<file path="src/rtl/wdt_pkg.sv">
package wdt_pkg;

    typedef enum logic [1:0] {
        KIND_IRQ  = 2'd0,
        KIND_RSV  = 2'd1,
        KIND_SMI  = 2'd2,
        KIND_NONE = 2'd3
    } int_kind_e;

    // Field order matches the control word: bit 2, bit 1, bit 0
    typedef struct packed {
        logic fr;
        logic en;
        logic lk;
    } ctl_t;

    typedef struct packed {
        logic      reboot_n;
        logic      fast;
        int_kind_e kind;
    } cfg_t;

    localparam int CFG_W = 6;
    localparam int CTL_W = 3;

    function automatic cfg_t decode_cfg(input logic [CFG_W-1:0] d);
        cfg_t c;
        c.reboot_n = d[5];
        c.fast     = d[2];
        c.kind     = int_kind_e'(d[1:0]);
        return c;
    endfunction

    function automatic cfg_t cfg_default();
        cfg_t c;
        c.reboot_n = 1'b0;
        c.fast     = 1'b0;
        c.kind     = KIND_IRQ;
        return c;
    endfunction

endpackage

</file>
<file path="src/rtl/wdt_ctl_regs.sv">
module wdt_ctl_regs
    import wdt_pkg::*;
#(
    parameter int PRE_W = 20
) (
    input  logic                  clk,
    input  logic                  rst,
    input  logic                  cfg_we,
    input  logic [CFG_W-1:0]      cfg_wdata,
    input  logic                  ctl_we,
    input  logic [CTL_W-1:0]      ctl_wdata,
    input  logic                  pre1_we,
    input  logic                  pre2_we,
    input  logic [PRE_W-1:0]      pre_wdata,
    output cfg_t                  cfg,
    output ctl_t                  ctl,
    output logic [PRE_W-1:0]      pre1,
    output logic [PRE_W-1:0]      pre2,
    output logic                  start,
    output logic                  stop
);

    ctl_t wr;
    logic ctl_take;

    assign wr       = ctl_t'(ctl_wdata);
    assign ctl_take = ctl_we && !ctl.lk;
    assign start    = ctl_take && wr.en && !ctl.en;
    assign stop     = ctl_take && !wr.en;

    always_ff @(posedge clk) begin
        if (rst) begin
            cfg  <= cfg_default();
            ctl  <= '0;
            pre1 <= '1;
            pre2 <= '1;
        end else begin
            if (cfg_we)   cfg  <= decode_cfg(cfg_wdata);
            if (ctl_take) ctl  <= wr;
            if (pre1_we)  pre1 <= pre_wdata;
            if (pre2_we)  pre2 <= pre_wdata;
        end
    end

    // Once locked, the control word must not move until reset
    p_lock_freeze_r9: assert property (@(posedge clk) disable iff (rst)
        ctl.lk |=> $stable(ctl));

endmodule

</file>
<file path="src/rtl/wdt_prescale.sv">
module wdt_prescale #(
    parameter int SLOW_SHIFT = 15,
    parameter int FAST_SHIFT = 5
) (
    input  logic clk,
    input  logic rst,
    input  logic clear,
    input  logic run,
    input  logic fast,
    output logic tick
);

    logic [SLOW_SHIFT-1:0] presc;

    assign tick = run && (fast ? (&presc[FAST_SHIFT-1:0]) : (&presc));

    always_ff @(posedge clk) begin
        if (rst || clear) presc <= '0;
        else if (run)     presc <= presc + 1'b1;
    end

    p_tick_spacing_r2: assert property (@(posedge clk) disable iff (rst)
        tick |=> !tick);

endmodule

</file>
<file path="src/rtl/wdt_countdown.sv">
module wdt_countdown
    import wdt_pkg::*;
#(
    parameter int PRE_W = 20
) (
    input  logic             clk,
    input  logic             rst,
    input  logic             tick,
    input  logic             start,
    input  logic             stop,
    input  logic             ping,
    input  logic             en,
    input  logic             free_run,
    input  logic             reboot_n,
    input  int_kind_e        kind,
    input  logic [PRE_W-1:0] pre1,
    input  logic [PRE_W-1:0] pre2,
    output logic             active,
    output logic             stage2,
    output logic             irq,
    output logic             smi,
    output logic             rst_req,
    output logic             prev,
    output logic             presc_clear
);

    logic [PRE_W-1:0] cnt;
    logic             kick;

    assign kick        = start || (ping && en);
    assign presc_clear = stop || kick;

    always_ff @(posedge clk) begin
        if (rst) begin
            cnt     <= '0;
            active  <= 1'b0;
            stage2  <= 1'b0;
            irq     <= 1'b0;
            smi     <= 1'b0;
            rst_req <= 1'b0;
            prev    <= 1'b0;
        end else begin
            irq     <= 1'b0;
            smi     <= 1'b0;
            rst_req <= 1'b0;
            if (stop) begin
                active <= 1'b0;
                stage2 <= 1'b0;
            end else if (kick) begin
                active <= 1'b1;
                stage2 <= 1'b0;
                cnt    <= pre1;
            end else if (tick) begin
                if (cnt != '0) begin
                    cnt <= cnt - 1'b1;
                end else if (!stage2) begin
                    irq    <= (kind == KIND_IRQ);
                    smi    <= (kind == KIND_SMI);
                    stage2 <= 1'b1;
                    cnt    <= pre2;
                end else begin
                    if (!reboot_n) begin
                        rst_req <= 1'b1;
                        prev    <= 1'b1;
                    end
                    if (free_run) begin
                        stage2 <= 1'b0;
                        cnt    <= pre1;
                    end else begin
                        active <= 1'b0;
                    end
                end
            end
        end
    end

    p_req_sets_flag_r4: assert property (@(posedge clk) disable iff (rst)
        rst_req |-> prev);

    p_irq_single_r3: assert property (@(posedge clk) disable iff (rst)
        (irq || smi) |=> !(irq || smi));

    p_req_single_r4: assert property (@(posedge clk) disable iff (rst)
        rst_req |=> !rst_req);

    p_kinds_exclusive_r3: assert property (@(posedge clk) disable iff (rst)
        !(irq && smi));

    p_ping_wins_r8: assert property (@(posedge clk) disable iff (rst)
        (ping && en && !stop) |=> (active && !stage2 && !irq && !smi && !rst_req));

    p_flag_sticky_r10: assert property (@(posedge clk) disable iff (rst)
        prev |=> prev);

    p_stage2_on_tick_r3: assert property (@(posedge clk) disable iff (rst)
        $rose(stage2) |-> $past(tick));

endmodule

</file>
<file path="src/rtl/wdt_two_stage.sv">
module wdt_two_stage
    import wdt_pkg::*;
#(
    parameter int PRE_W      = 20,
    parameter int SLOW_SHIFT = 15,
    parameter int FAST_SHIFT = 5
) (
    input  logic              clk,
    input  logic              rst,
    input  logic              cfg_we,
    input  logic [5:0]        cfg_wdata,
    input  logic              ctl_we,
    input  logic [2:0]        ctl_wdata,
    input  logic              pre1_we,
    input  logic              pre2_we,
    input  logic [PRE_W-1:0]  pre_wdata,
    input  logic              ping,
    output logic [2:0]        ctl_rdata,
    output logic              in_stage2,
    output logic              irq_out,
    output logic              smi_out,
    output logic              reset_req,
    output logic              prev_reboot
);

    cfg_t             cfg;
    ctl_t             ctl;
    logic [PRE_W-1:0] pre1;
    logic [PRE_W-1:0] pre2;
    logic             start;
    logic             stop;
    logic             tick;
    logic             active;
    logic             presc_clear;

    wdt_ctl_regs #(.PRE_W(PRE_W)) u_regs (
        .clk       (clk),
        .rst       (rst),
        .cfg_we    (cfg_we),
        .cfg_wdata (cfg_wdata),
        .ctl_we    (ctl_we),
        .ctl_wdata (ctl_wdata),
        .pre1_we   (pre1_we),
        .pre2_we   (pre2_we),
        .pre_wdata (pre_wdata),
        .cfg       (cfg),
        .ctl       (ctl),
        .pre1      (pre1),
        .pre2      (pre2),
        .start     (start),
        .stop      (stop)
    );

    wdt_prescale #(.SLOW_SHIFT(SLOW_SHIFT), .FAST_SHIFT(FAST_SHIFT)) u_presc (
        .clk   (clk),
        .rst   (rst),
        .clear (presc_clear),
        .run   (active),
        .fast  (cfg.fast),
        .tick  (tick)
    );

    wdt_countdown #(.PRE_W(PRE_W)) u_count (
        .clk         (clk),
        .rst         (rst),
        .tick        (tick),
        .start       (start),
        .stop        (stop),
        .ping        (ping),
        .en          (ctl.en),
        .free_run    (ctl.fr),
        .reboot_n    (cfg.reboot_n),
        .kind        (cfg.kind),
        .pre1        (pre1),
        .pre2        (pre2),
        .active      (active),
        .stage2      (in_stage2),
        .irq         (irq_out),
        .smi         (smi_out),
        .rst_req     (reset_req),
        .prev        (prev_reboot),
        .presc_clear (presc_clear)
    );

    assign ctl_rdata = ctl;

endmodule

</file>
<file path="config.mk">
export PLATFORM = sky130hd
export DESIGN_NAME = wdt_two_stage
export DESIGN_NICKNAME = d
export VERILOG_FILES = /design/src/rtl/wdt_pkg.sv /design/src/rtl/wdt_ctl_regs.sv /design/src/rtl/wdt_prescale.sv /design/src/rtl/wdt_countdown.sv /design/src/rtl/wdt_two_stage.sv
export SDC_FILE = /design/constraint.sdc
export NUM_CORES = 1
export LEC_CHECK = 0
export ABC_AREA = 1
export ABC_CLOCK_PERIOD_IN_PS = 5670
export BUFFER_PORTS_ARGS = -buffer_cell sky130_fd_sc_hd__clkbuf_2
export CORE_ASPECT_RATIO = 0.75
export CORE_MARGIN = 5
export CORE_UTILIZATION = 55
export CTS_BUF_LIST = sky130_fd_sc_hd__clkbuf_4
export DETAILED_ROUTE_END_ITERATION = 7
export PLACE_DENSITY = 0.73
export RECOVER_POWER = 25
export SYNTH_ARGS = -nofsm -noshare
export SYNTH_HDL_FRONTEND = slang
export SYNTH_HIERARCHICAL = 1
export SYNTH_SLANG_ARGS = --single-unit
export TNS_END_PERCENT = 10
</file>
<file path="constraint.sdc">
create_clock -name clk -period 5.67 [get_ports clk]
set_clock_uncertainty 0.15 [all_clocks]
set_input_delay 0 -clock clk [delete_from_list [all_inputs] [get_ports clk]]
set_output_delay 0 -clock clk [all_outputs]
set_load 0.005 [all_outputs]
</file>
Word-level counts from Yosys, hierarchy flattened. Cells that the tools add are included.

Output and inout bits: 8. Bits in registers: 88. Bits of input ports: 36.

$add $sub $neg: 2. Bitwise logic cells: 6. Reductions and logical operators: 26. Multiplexer cells: 14. Equal/unequal tests: 4.

Operator list (count): two-way mux 20 bit (5); nonzero test 20 bit (1); subtractor 20 x 1 -> 20 bit (second input constant) (1); adder 15 x 1 -> 15 bit (second input constant) (1); AND reduction 15 bit (1); OR reduction 6 bit (2); two-way mux 1 bit (9); logical AND 1 bit (6); NOT 1 bit (6); AND reduction 6 bit (1); AND reduction 5 bit (1); inequality test 2 x 1 -> 1 bit (second input constant) (2); inequality test 4 bit (second input constant) (1); AND reduction 4 bit (1); nonzero test 2 bit (2); zero test 1 bit (3); logical OR 1 bit (3); AND reduction 3 bit (1); OR reduction 3 bit (1); == test 2 bit (second input constant) (1); zero test 2 bit (1); AND reduction 2 bit (1); OR reduction 2 bit (1).

Depth between registers and ports, before layout. Gate-level depths: netlist of the first run.

Word-level depth: 7. Mapped depth: 13.

Hierarchy. Netlist of the first run, hierarchy kept.

By module, submodules not included: wdt_countdown (seq. area each 520.5 um2, cells an instance 402, instances 1, area each 2273.4 um2); wdt_ctl_regs (seq. area each 940.9 um2, cells an instance 213, instances 1, area each 1674.1 um2); wdt_prescale (seq. area each 300.3 um2, cells an instance 121, instances 1, area each 817.0 um2).

Worst setup path after synthesis of the first run. Ideal clock, no wire load.

Path kind: flip-flop to flip-flop. Start: register u_presc.presc[0]. End: register u_count.cnt[0]. Library setup time: 0.115 ns. Clock period less this slack: 2.074 ns. Data arrival time: 1.809 ns. Path slack: 3.596 ns. Required time: 5.405 ns. Stages on the path, launching flop included: 14. Cells stage by stage: dfxtp_1 -> ha_1 -> inv_1 -> nor2_4 -> nand2_1 -> nor2_1 -> a21oi_1 -> nor2_1 -> o21ai_1 -> inv_1 -> nand2_4 -> buf_6 -> a31oi_1 -> nor2_1.

Cells in the longest elaborated chain, start to end: 5. Elaborated cells on any way between the ends: 6. Those cells by class: 1 x mux; 5 x reduce/logical.

RTL lines: start: declaration (RTL line wdt_prescale.sv:13) `logic [SLOW_SHIFT-1:0] presc;`; start signal: assignment (RTL line wdt_prescale.sv:19) `else if (run) presc <= presc + 1'b1;`; AND reduction 15 bit / AND reduction 5 bit (equally long branches) (RTL line wdt_prescale.sv:15) `assign tick = run && (fast ? (&presc[FAST_SHIFT-1:0]) : (&presc));`; two-way mux 1 bit * (RTL line wdt_prescale.sv:15); logical AND 1 bit * (RTL line wdt_prescale.sv:15); net tick (RTL line wdt_two_stage.sv:32) `logic tick;`; nonzero test 2 bit (no source line) *; AND reduction 3 bit (no source line) *; end signal: assignment (RTL line wdt_countdown.sv:52) `cnt <= pre1;`; end signal: assignment (RTL line wdt_countdown.sv:55) `cnt <= cnt - 1'b1;`; end signal: assignment (RTL line wdt_countdown.sv:60) `cnt <= pre2;`; end: declaration (RTL line wdt_countdown.sv:27) `logic [PRE_W-1:0] cnt;`.

Mark *: on every way through the listed nets, which the timed path passes. The rest lies on a longest branch. A chain may end at the register's enable or synchronous reset.

Worst setup path in the final report of the first run.
Start: register u_presc.presc[0]. End: register u_count.cnt[10].

The elaborated chain is that of the path after synthesis.

==> results of run 1 <==
## metrics by stage
step / setup slack, ns / total power, uW / std cells / hold slack (ns) / instance area, um2
2_1_floorplan: 3.60 / 1020 / 736 / -0.0809 / 4760
3_3_place_gp: 2.85 / 1090 / 858 / 0.0716 / 4910
3_5_place_dp: 2.78 / 1100 / 858 / 0.0798 / 4910
4_1_cts: 2.75 / 1490 / 923 / 0.134 / 5540
5_1_grt: 2.35 / 1590 / 923 / 0.157 / 5540
6_report: 2.68 / 1490 / 923 / 0.157 / 5540
## worst max-delay path by stage
stage                           end  slack [ns]  depth (start not counted)
global placement    u_count/cnt[10]        2.85                         12
finish              u_count/cnt[10]        2.68                         12
detailed placement  u_count/cnt[10]        2.78                         12
CTS                 u_count/cnt[10]        2.75                         12
global route        u_count/cnt[10]        2.35                         12
floorplan            u_count/cnt[0]        3.60                         13
## layer usage
| layer | part of all wire (%) | track usage, % |
|---|---|---|
| met3 | 6.9 | 4.88 |
| met4 | 1.5 | 7.16 |
| met2 | 45 | 38.5 |
| met1 | 47 | 33.2 |
| met5 | 0 | 0 |
## cell type report
cell class                      instances  area share (%)
Tap cell                              108            2.44
Timing Repair Buffer                   91            12.6
Inverter                               66            4.47
Multi-Input combinational cell        554            46.2
Sequential cell                        88            31.8
Clock inverter                          5            1.04
Clock buffer                           11            1.49
## cells by family after synthesis
logic type	count (synthesis)	share of synthesized area, %
adders and majority gates	4	1.05
xor gates and xnor gates	4	0.735
AOI/OAI and AO/OA	76	8.43
muxes	2	0.420
DFF	88	37.0
and+or+nand+nor	468	43.0
buffers and inverters	94	9.37
## cell usage after synthesis (4+ instances only)
master	number	area, um2
nor2_4	6	67.6
clkbuf_1	8	30.0
a21oi_1	25	125
o21ai_0	21	105
nor2_1	115	432
nor3_1	7	35.0
buf_6	6	67.6
ha_1	4	50.1
nand2_1	233	875
inv_2	7	26.3
nand3_2	6	60.1
o21ai_1	20	100
buf_4	9	67.6
inv_1	59	221
nand2_2	6	37.5
nor2_2	7	43.8
nand4_1	6	37.5
nand3b_1	4	30.0
dfxtp_1	88	1760
buf_2	4	20.0
nand3_1	73	365
## sequential cells by signal, summed over array words and instances (netlist names)
signal and flops:
u_count/cnt 20, u_regs/pre1 20, u_regs/pre2 20, u_presc/presc 15, u_regs/cfg 4, u_regs/ctl 3
u_count/active 1, u_count/irq 1, u_count/prev 1, u_count/rst_req 1, u_count/smi 1, u_count/stage2 1
## worst max-delay path: stages, from the launching register on
cell,delay [ns]
dfxtp_1,0.42
ha_1,0.23
inv_1,0.09
nor2_4,0.15
nand2_1,0.09
nor2_1,0.11
a21oi_1,0.05
nor2_1,0.34
o21ai_1,0.18
nor2_2,0.76
nand2_1,0.13
a21oi_1,0.16
nor2_1,0.05
## what timing repair did
action	in CTS	in global routing
hold endpoints to repair	58	0
endpoints found under the setup margin	0	0
hold buffers	49	0
## power breakdown
part | internal [uW] | leakage [uW] | switching, uW
Clock | 145 | 0.0000808 | 214
Combinational | 159 | 0.00190 | 271
Sequential | 658 | 0.000725 | 38.6
Total | 962 | 0.00270 | 524
==> key figures, run 1 <==
Clocking
  – Total CTS buffers: 9
  – CTS sink cnt: ~90
  – Setup Fix Bufs, Post-CTS: 0
  – Clock buffer depth: 2
  – CTS tree: yes
  – H-tree depth: 3
  – Clk_lat worst skew: approximately 0.45 ns
  – Clk slew on worst S/H paths: between 0.1 and 0.15 ns
  – Clk root buf: clkbuf_4
  – # resized after CTS: 0

Synthesis
  – Async set-reset flop share out of synthesis: 0%
  – Cell count after synthesis: 736
  – Sequential share of the synthesized area: between 30% and 40%
  – Netlist cell types: 35
  – Synthesized flop and latch total: 88
  – Mapped Nets: around 780
  – Avg Inst Size Synth: 6.47 um2
  – Synthesized area: 4760 um2
  – Number of enable flip-flop cells after synthesis: 0
  – Ys Warns: 6
  – Top_reg_cell synth: dfxtp_1

Critical path
  – Critical Path AT: between 3 and 4 ns
  – CP Launch Point: u_presc/presc[0]
  – CP max FO: 21
  – R2r endpoint: u_count/cnt[10]
  – Critical Path Source Type: flip-flop
  – Reg2reg start: u_presc/presc[0]
  – R2R Setup Slk: around 2.7 ns
  – CP Data Required Time: a little under 6 ns
  – Worst-case reg-to-reg path depth: 12
  – WS Path Type: flip-flop to flip-flop
  – Critical Path Sink Type: flip-flop

Hold path
  – HP Class: primary input to flip-flop
  – Hold_sp: pre_wdata[18]
  – Worst Hold Depth: 4
  – Hold EP: u_regs/pre1[18]

Timing
  – Slew @ Worst Pin: 1.51 ns
  – Slew HR: -0.686%
  – Setup violators final: 0
  – Unrepaired setup endpoints after global routing: no
  – Final period utilization: a little over half
  – Final hold vios: 0
  – Max Freq: 334 MHz
  – Post-Route Setup TNS: 0 ns
  – Fin crit period: about 3 ns
  – Slew Limit Fails: 47

Die
  – Core area: 8450 um2
  – Row cnt: 29
  – DIE AREA: approximately 11000 um2
  – Ports: 44
  – Die Wd: ~120 um
  – Initial core utilization: roughly 56%
  – Die Y: between 90 and 100 um

Global routing
  – Number of global-route vias before repair: between 4k and 5k
  – Initial antenna violation count: 0
  – GRT Total Usage: between 20% and 30%
  – First-pass GRT wire length: around 21 mm
  – Largest net degree at the start of global routing: 47
  – Grt ovf: 0

Run status
  – Failing checks: max-capacitance violations, max-slew violations
  – Status: finished with violations

Pwr
  – VDD IR-drop max: between 0.15 and 0.2 mV
  – Lkg Pwr: 0.00270 uW
  – PD cells: approximately 270 nW/um2

Final layout
  – Share of post-route cells with drive strength above 1: 10.7%
  – Final Util: between 60 and 70%
  – Most common cell after layout, fill and taps aside: nand2_1
  – Reg area: ~1800 um2
  – Inserted Diodes: 0
  – Fillcell total: 784
  – Multi-input combinational cell area: between 2000 and 3000 um2
  – Area growth from synthesis to layout: 16.2%
  – Most frequent cells in the layout: nand2_1 (233), nor2_1 (115), dfxtp_1 (88)
  – Nets: 850

Place
  – DP Wirelength: 8.38 mm
  – IO Port Bufs: just over 40
  – Gp weighted congestion: 0.959

Detailed routing
  – Total wire length: ~13 mm
  – Final ANT Viol Nets: 0
  – DRC viols: 0
  – Via Count: slightly below 5k
  – Initial DRC count: between 300 and 400
  – Drt wl/cell: 13.7 um
  – Via/cell ratio: 5.32
  – Pre-antenna DRT Iters: 5

Run
  – Max-Cap Viols: 1
Power figures use the tool's default switching activity.
==> run 2: changes to the inputs <==
--- a/config.mk
+++ b/config.mk
@@ -6,14 +6,14 @@
 export NUM_CORES = 1
 export LEC_CHECK = 0
 export ABC_AREA = 1
-export ABC_CLOCK_PERIOD_IN_PS = 5670
+export ABC_CLOCK_PERIOD_IN_PS = 2750
 export BUFFER_PORTS_ARGS = -buffer_cell sky130_fd_sc_hd__clkbuf_2
 export CORE_ASPECT_RATIO = 0.75
 export CORE_MARGIN = 5
 export CORE_UTILIZATION = 55
 export CTS_BUF_LIST = sky130_fd_sc_hd__clkbuf_4
 export DETAILED_ROUTE_END_ITERATION = 7
-export PLACE_DENSITY = 0.73
+export PLACE_DENSITY = 0.76
 export RECOVER_POWER = 25
 export SYNTH_ARGS = -nofsm -noshare
 export SYNTH_HDL_FRONTEND = slang
==> constraint.sdc (replaced) <==
create_clock -name clk -period 2.75 [get_ports clk]
set_clock_uncertainty 0.15 [all_clocks]
set_input_delay 0 -clock clk [delete_from_list [all_inputs] [get_ports clk]]
set_output_delay 0 -clock clk [all_outputs]
set_load 0.005 [all_outputs]
==> key figures, run 2 (synthesis results as in run 1) <==
Critical path
  – Critical Path Source Type: flip-flop
  – CP max FO: 13
  – R2r endpoint: u_presc/presc[5]
  – Critical Path AT: 2.56 ns
  – R2R Setup Slk: 0.42 ns
  – Worst-case reg-to-reg path depth: 9
  – WS Path Type: flip-flop to flip-flop
  – Critical Path Sink Type: flip-flop
  – CP Data Required Time: 2.98 ns
  – Reg2reg start: u_regs/ctl[0]

Hold path
  – Hold_sp: ctl_wdata[1]
  – Worst Hold Depth: 5
  – HP Class: primary input to flip-flop
  – Hold EP: u_count/rst_req

Detailed routing
  – Final ANT Viol Nets: 0
  – Total wire length: 12.4 mm
  – Via Count: just under 5k
  – Drt wl/cell: 13.4 um
  – Pre-antenna DRT Iters: 5
  – DRC viols: 0
  – Initial DRC count: 330
  – Via/cell ratio: about 5.3

Timing
  – Unrepaired setup endpoints after global routing: no
  – Slew Limit Fails: 0
  – Fin crit period: 2.33 ns
  – Post-Route Setup TNS: 0 ns
  – Max Freq: around 430 MHz
  – Slew HR: approximately half
  – Final hold vios: 0
  – Final period utilization: between 80 and 90%
  – Setup violators final: 0
  – Slew @ Worst Pin: approximately 0.76 ns

Final layout
  – Most common cell after layout, fill and taps aside: nand2_1
  – Share of post-route cells with drive strength above 1: 11.1%
  – Area growth from synthesis to layout: 17.2%
  – Most frequent cells in the layout: nand2_1 (233), nor2_1 (114), dfxtp_1 (88)
  – Design Area, Final: ~5600 um2
  – Inserted Diodes: 0
  – Top Registers: u_count/cnt (20), u_regs/pre1 (20), u_regs/pre2 (20)
  – Nets: about 860

Clocking
  – Clk_lat worst skew: about 0.45 ns
  – Setup Fix Bufs, Post-CTS: 0
  – Clock buffer depth: 2
  – CTS tree: yes
  – H-tree depth: 3
  – Clk root buf: clkbuf_4
  – Total CTS buffers: 9
  – Clk slew on worst S/H paths: roughly 0.14 ns
  – CTS sink cnt: 88

Die
  – Ports: 44
  – Die Y: around 91 um
  – Row cnt: 29
  – Die Wd: approximately 120 um
  – Initial core utilization: approximately 56%
  – DIE AREA: between 10000 and 15000 um2
  – Core area: 8450 um2

Global routing
  – Number of global-route vias before repair: approximately 4.6k
  – Largest net degree at the start of global routing: 47
  – Grt ovf: 0
  – First-pass GRT wire length: about 21 mm
  – GRT Total Usage: a little under a quarter
  – Initial antenna violation count: 0

Pwr
  – Switching Fraction: 35.6%
  – Switching power: roughly 1100 uW
  – Flop pwr share: a little under half
  – Pint: ~2000 uW
  – Combinational fraction of design power: between 20% and 30%
  – Clock power frac: between 20% and 30%
  – PD cells: ~550 nW/um2
  – Lkg Pwr: between 0.002 and 0.003 uW
  – VDD IR-drop max: about 0.42 mV

Run
  – Max-Cap Viols: 0

Place
  – Gp weighted congestion: slightly below 1
  – IO Port Bufs: 41
  – Placed Area: a little under 5000 um2
  – DP Wirelength: 8.44 mm

Run status
  – Status: complete, no violations
run 2: changes by cell type in the layout (fill, tap and decap cells not counted), moves of 2 or more:
cell / delta
buf_4: +4
clkinvlp_4: +3
clkinv_1: +2
clkinv_2: -2
clkinv_4: -2
dlygate4sd3_1: +2
run 2: worst max-delay path by stage:
stage | endpoint | slack [ns] | start | cells after the start
floorplan | u_count/cnt[0] | 0.68 | u_presc/presc[0] | 13
global placement | u_count/cnt[19] | 0.59 | u_presc/presc[0] | 13
detailed placement | u_count/cnt[19] | 0.49 | u_presc/presc[0] | 13
CTS | u_presc/presc[5] | 0.28 | u_regs/ctl[0] | 9
global route | u_count/cnt[17] | 0.19 | u_presc/presc[0] | 12
finish | u_presc/presc[5] | 0.42 | u_regs/ctl[0] | 9
run 2: cell type report:
cell class	instances	area, um2
clock buffers	10	75.1
repair buffers	97	746
clock inverters	6	60.1
inverters	66	248
fillers	764	2870
flip-flops and latches	88	1760
multi-input cells	554	2560
well taps	108	135
run 2: metrics by stage:
| step | util (%) | power, uW | cells | hold slack (ns) | setup slack, ns |
|---|---|---|---|---|---|
| after floorplan | - | 2100 | 736 | -0.0809 | 0.676 |
| after global placement | 58.5 | 2260 | 862 | 0.0737 | 0.589 |
| after detailed placement | 58.5 | 2280 | 862 | 0.0808 | 0.485 |
| after CTS | 66.1 | 3060 | 929 | 0.00280 | 0.280 |
| after global routing | 66.1 | 3260 | 929 | 0.0644 | 0.191 |
| final | 66.1 | 3060 | 929 | 0.0634 | 0.416 |
run 2: repair_timing:
action | CTS | global route
resized for setup | 0 | 1
setup endpoints to repair | 0 | 5
hold endpoints to repair | 59 | 0
hold buffers | 51 | 0
run 2: per-layer routing:
metal | wire, um | global-route usage (%) | vias up
li1 | - | - | 2491
met1 | 5750 | 30.5 | 2262
met2 | 5630 | 37.6 | 155
met3 | 784 | 4.95 | 30
met4 | 279 | 8.98 | 0
met5 | 0 | 0 | -
run 2: power by group through the flow:
stage	logic, uW	registers, uW	clock network (uW)
2_1_floorplan	663	1440	0
6_report	900	1440	724
5_1_grt	1010	1450	803
4_1_cts	880	1440	740
3_5_place_dp	817	1460	0
3_3_place_gp	798	1460	0
run 2: worst max-delay path, stage by stage, from the launching register on:
cell           delay [ns]
dfxtp_1              0.40
inv_1                0.11
nand3_1              0.10
dlygate4sd3_1        0.58
inv_1                0.06
inv_1                0.06
nand2_1              0.07
nor2_2               0.43
o21ai_0              0.16
a21oi_1              0.14
==> run 3: changes to the inputs <==
--- a/config.mk
+++ b/config.mk
@@ -6,14 +6,14 @@
 export NUM_CORES = 1
 export LEC_CHECK = 0
 export ABC_AREA = 1
-export ABC_CLOCK_PERIOD_IN_PS = 2750
+export ABC_CLOCK_PERIOD_IN_PS = 2400
 export BUFFER_PORTS_ARGS = -buffer_cell sky130_fd_sc_hd__clkbuf_2
 export CORE_ASPECT_RATIO = 0.75
 export CORE_MARGIN = 5
 export CORE_UTILIZATION = 55
 export CTS_BUF_LIST = sky130_fd_sc_hd__clkbuf_4
 export DETAILED_ROUTE_END_ITERATION = 7
-export PLACE_DENSITY = 0.76
+export PLACE_DENSITY = 0.73
 export RECOVER_POWER = 25
 export SYNTH_ARGS = -nofsm -noshare
 export SYNTH_HDL_FRONTEND = slang
==> constraint.sdc (replaced) <==
create_clock -name clk -period 2.4 [get_ports clk]
set_clock_uncertainty 0.15 [all_clocks]
set_input_delay 0 -clock clk [delete_from_list [all_inputs] [get_ports clk]]
set_output_delay 0 -clock clk [all_outputs]
set_load 0.005 [all_outputs]
==> key figures, run 3 (synthesis results as in run 1) <==
Final layout
  – Fillcell total: 783
  – Reg area: roughly 1800 um2
  – Share of post-route cells with drive strength above 1: 11.4%
  – Top Registers: u_count/cnt (20), u_regs/pre1 (20), u_regs/pre2 (20)
  – Area growth from synthesis to layout: 18.1%
  – Most frequent cells in the layout: nand2_1 (233), nor2_1 (115), dfxtp_1 (88)
  – Final Util: between 60% and 70%
  – Most common cell after layout, fill and taps aside: nand2_1
  – Nets: 860
  – Multi-input combinational cell area: roughly 2600 um2
  – Inserted Diodes: 0

Place
  – Gp weighted congestion: 0.905
  – IO Port Bufs: roughly 40
  – DP Wirelength: ~8.4 mm

Pwr
  – VDD IR-drop max: 0.527 mV
  – PD cells: roughly 640 nW/um2
  – Lkg Pwr: 0.00275 uW

Detailed routing
  – Via Count: between 4k and 5k
  – DRC viols: 0
  – Via/cell ratio: around 5.2
  – Final ANT Viol Nets: 0
  – Total wire length: around 12 mm
  – Pre-antenna DRT Iters: 5
  – Drt wl/cell: about 13 um
  – Initial DRC count: between 400 and 500

Critical path
  – Critical Path Source Type: primary input
  – CP bufs+invs: 4
  – CP Launch Point: rst
  – Critical Path End: u_regs/cfg[2]
  – Number of cells on the critical path: 6
  – Slowest stage cell, crit path: inv_2
  – Critical Path Sink Type: flip-flop
  – Reg2reg start: u_presc/presc[0]
  – Critical path, cell by cell: dlygate4sd3_1 -> clkbuf_1 -> inv_2 -> o21ai_0 -> nor2_1 -> dlygate4sd3_1
  – CP max FO: 46
  – Worst-case reg-to-reg path depth: 13
  – Kind of cell adding the most delay to the critical path: buffers and inverters
  – Critical Path AT: between 2 and 2.5 ns
  – WS Path Type: primary input to flip-flop
  – R2r endpoint: u_count/cnt[10]
  – R2R Setup Slk: ~0.23 ns
  – CP Data Required Time: 2.64 ns
  – Worst path most repeated cell: dlygate4sd3_1
  – Slowest stage delay, CP: around 0.69 ns

Die
  – Die Y: between 90 and 100 um
  – Core area: approximately 8500 um2
  – Die Wd: between 100 and 150 um
  – DIE AREA: 10600 um2
  – Initial core utilization: between 50 and 60%
  – Row cnt: 29
  – Ports: 44

Run status
  – Status: complete, no violations

Clocking
  – Clk slew on worst S/H paths: about 0.14 ns
  – CTS sink cnt: slightly below 90
  – Hold Buf Count CTS: 50
  – Clock buffer depth: 2
  – Setup Fix Bufs, Post-CTS: 0
  – Total CTS buffers: 9
  – Clk_lat worst skew: roughly 0.44 ns
  – H-tree depth: 3
  – CTS tree: yes
  – # resized after CTS: 0
  – Clk root buf: clkbuf_4

Run
  – Max-Cap Viols: 0

Timing
  – Slew Limit Fails: 0
  – Post-Route Setup TNS: 0 ns
  – Slew HR: around 45%
  – Fin crit period: 2.23 ns
  – Setup violators final: 0
  – Final hold vios: 0
  – Worst hold margin: 0.170 ns
  – Unrepaired setup endpoints after global routing: no
  – Slew @ Worst Pin: 0.821 ns
  – Max Freq: 449 MHz
  – Final period utilization: between 90% and 100%

Global routing
  – Largest net degree at the start of global routing: 47
  – Initial antenna violation count: 0
  – Grt ovf: 0
  – First-pass GRT wire length: 20.8 mm
  – Number of global-route vias before repair: between 4k and 5k
  – GRT Total Usage: about a quarter

Hold path
  – HP Class: primary input to flip-flop
run 3: cell types whose count changed in the layout (fill, tap and decap cells not counted), sizes merged:
cell	change
buf	+4
clkinvlp	-2
bufinv	+1
clkbuf	+1
clkinv	+1
dlygate4sd3	-1
run 3: where the power goes:
group / internal [uW] / switching [uW] / total, uW / leakage, uW
combinational: 392 / 644 / 1040 / 0.00194
clock: 429 / 506 / 936 / 0.0000817
sequential: 1560 / 86.3 / 1640 / 0.000725
run 3: final cells by class:
cell class	count	area share, %
multi-input cells	554	45.4
inverters	66	4.40
clock buffers	10	1.33
clock inverters	6	1.49
repair buffers	101	13.7
well taps	108	2.40
flip-flops and latches	88	31.3
run 3: worst min-delay path: stages:
cell and delay, ns:
dlygate4sd3_1 0.52, clkbuf_2 0.11, nand2_1 0.05, nand3_1 0.07
run 3: worst min path at each step:
stage / to / slack, ns / cells after the start / startpoint
after global routing: u_regs/pre2[7] / 0.15 / 4 / pre_wdata[7]
after floorplan: u_regs/ctl[0] / -0.08 / 1 / rst
after detailed placement: u_regs/pre2[0] / 0.08 / 3 / pre_wdata[0]
final: u_regs/pre1[1] / 0.17 / 4 / pre_wdata[1]
after global placement: u_regs/cfg[0] / 0.07 / 3 / cfg_wdata[0]
after CTS: u_regs/pre1[1] / 0.14 / 4 / pre_wdata[1]
run 3: routing by layer:
metal	vias up	track usage, %	share of wire (%)
li1	2501	-	-
met1	2188	32.8	48
met2	139	36.3	44
met3	17	5.20	6.1
met4	0	6.59	1.5
met5	-	0	0
run 3: stage by stage:
stage / instances / cell area [um2] / total power (uW) / worst slack (ns)
2_1_floorplan: 736 / 4760 / 2410 / 0.326
6_report: 933 / 5630 / 3610 / 0.172
4_1_cts: 933 / 5640 / 3610 / 0.229
3_5_place_dp: 867 / 4980 / 2620 / 0.260
5_1_grt: 933 / 5630 / 3850 / 0.00957
3_3_place_gp: 867 / 4980 / 2600 / 0.304
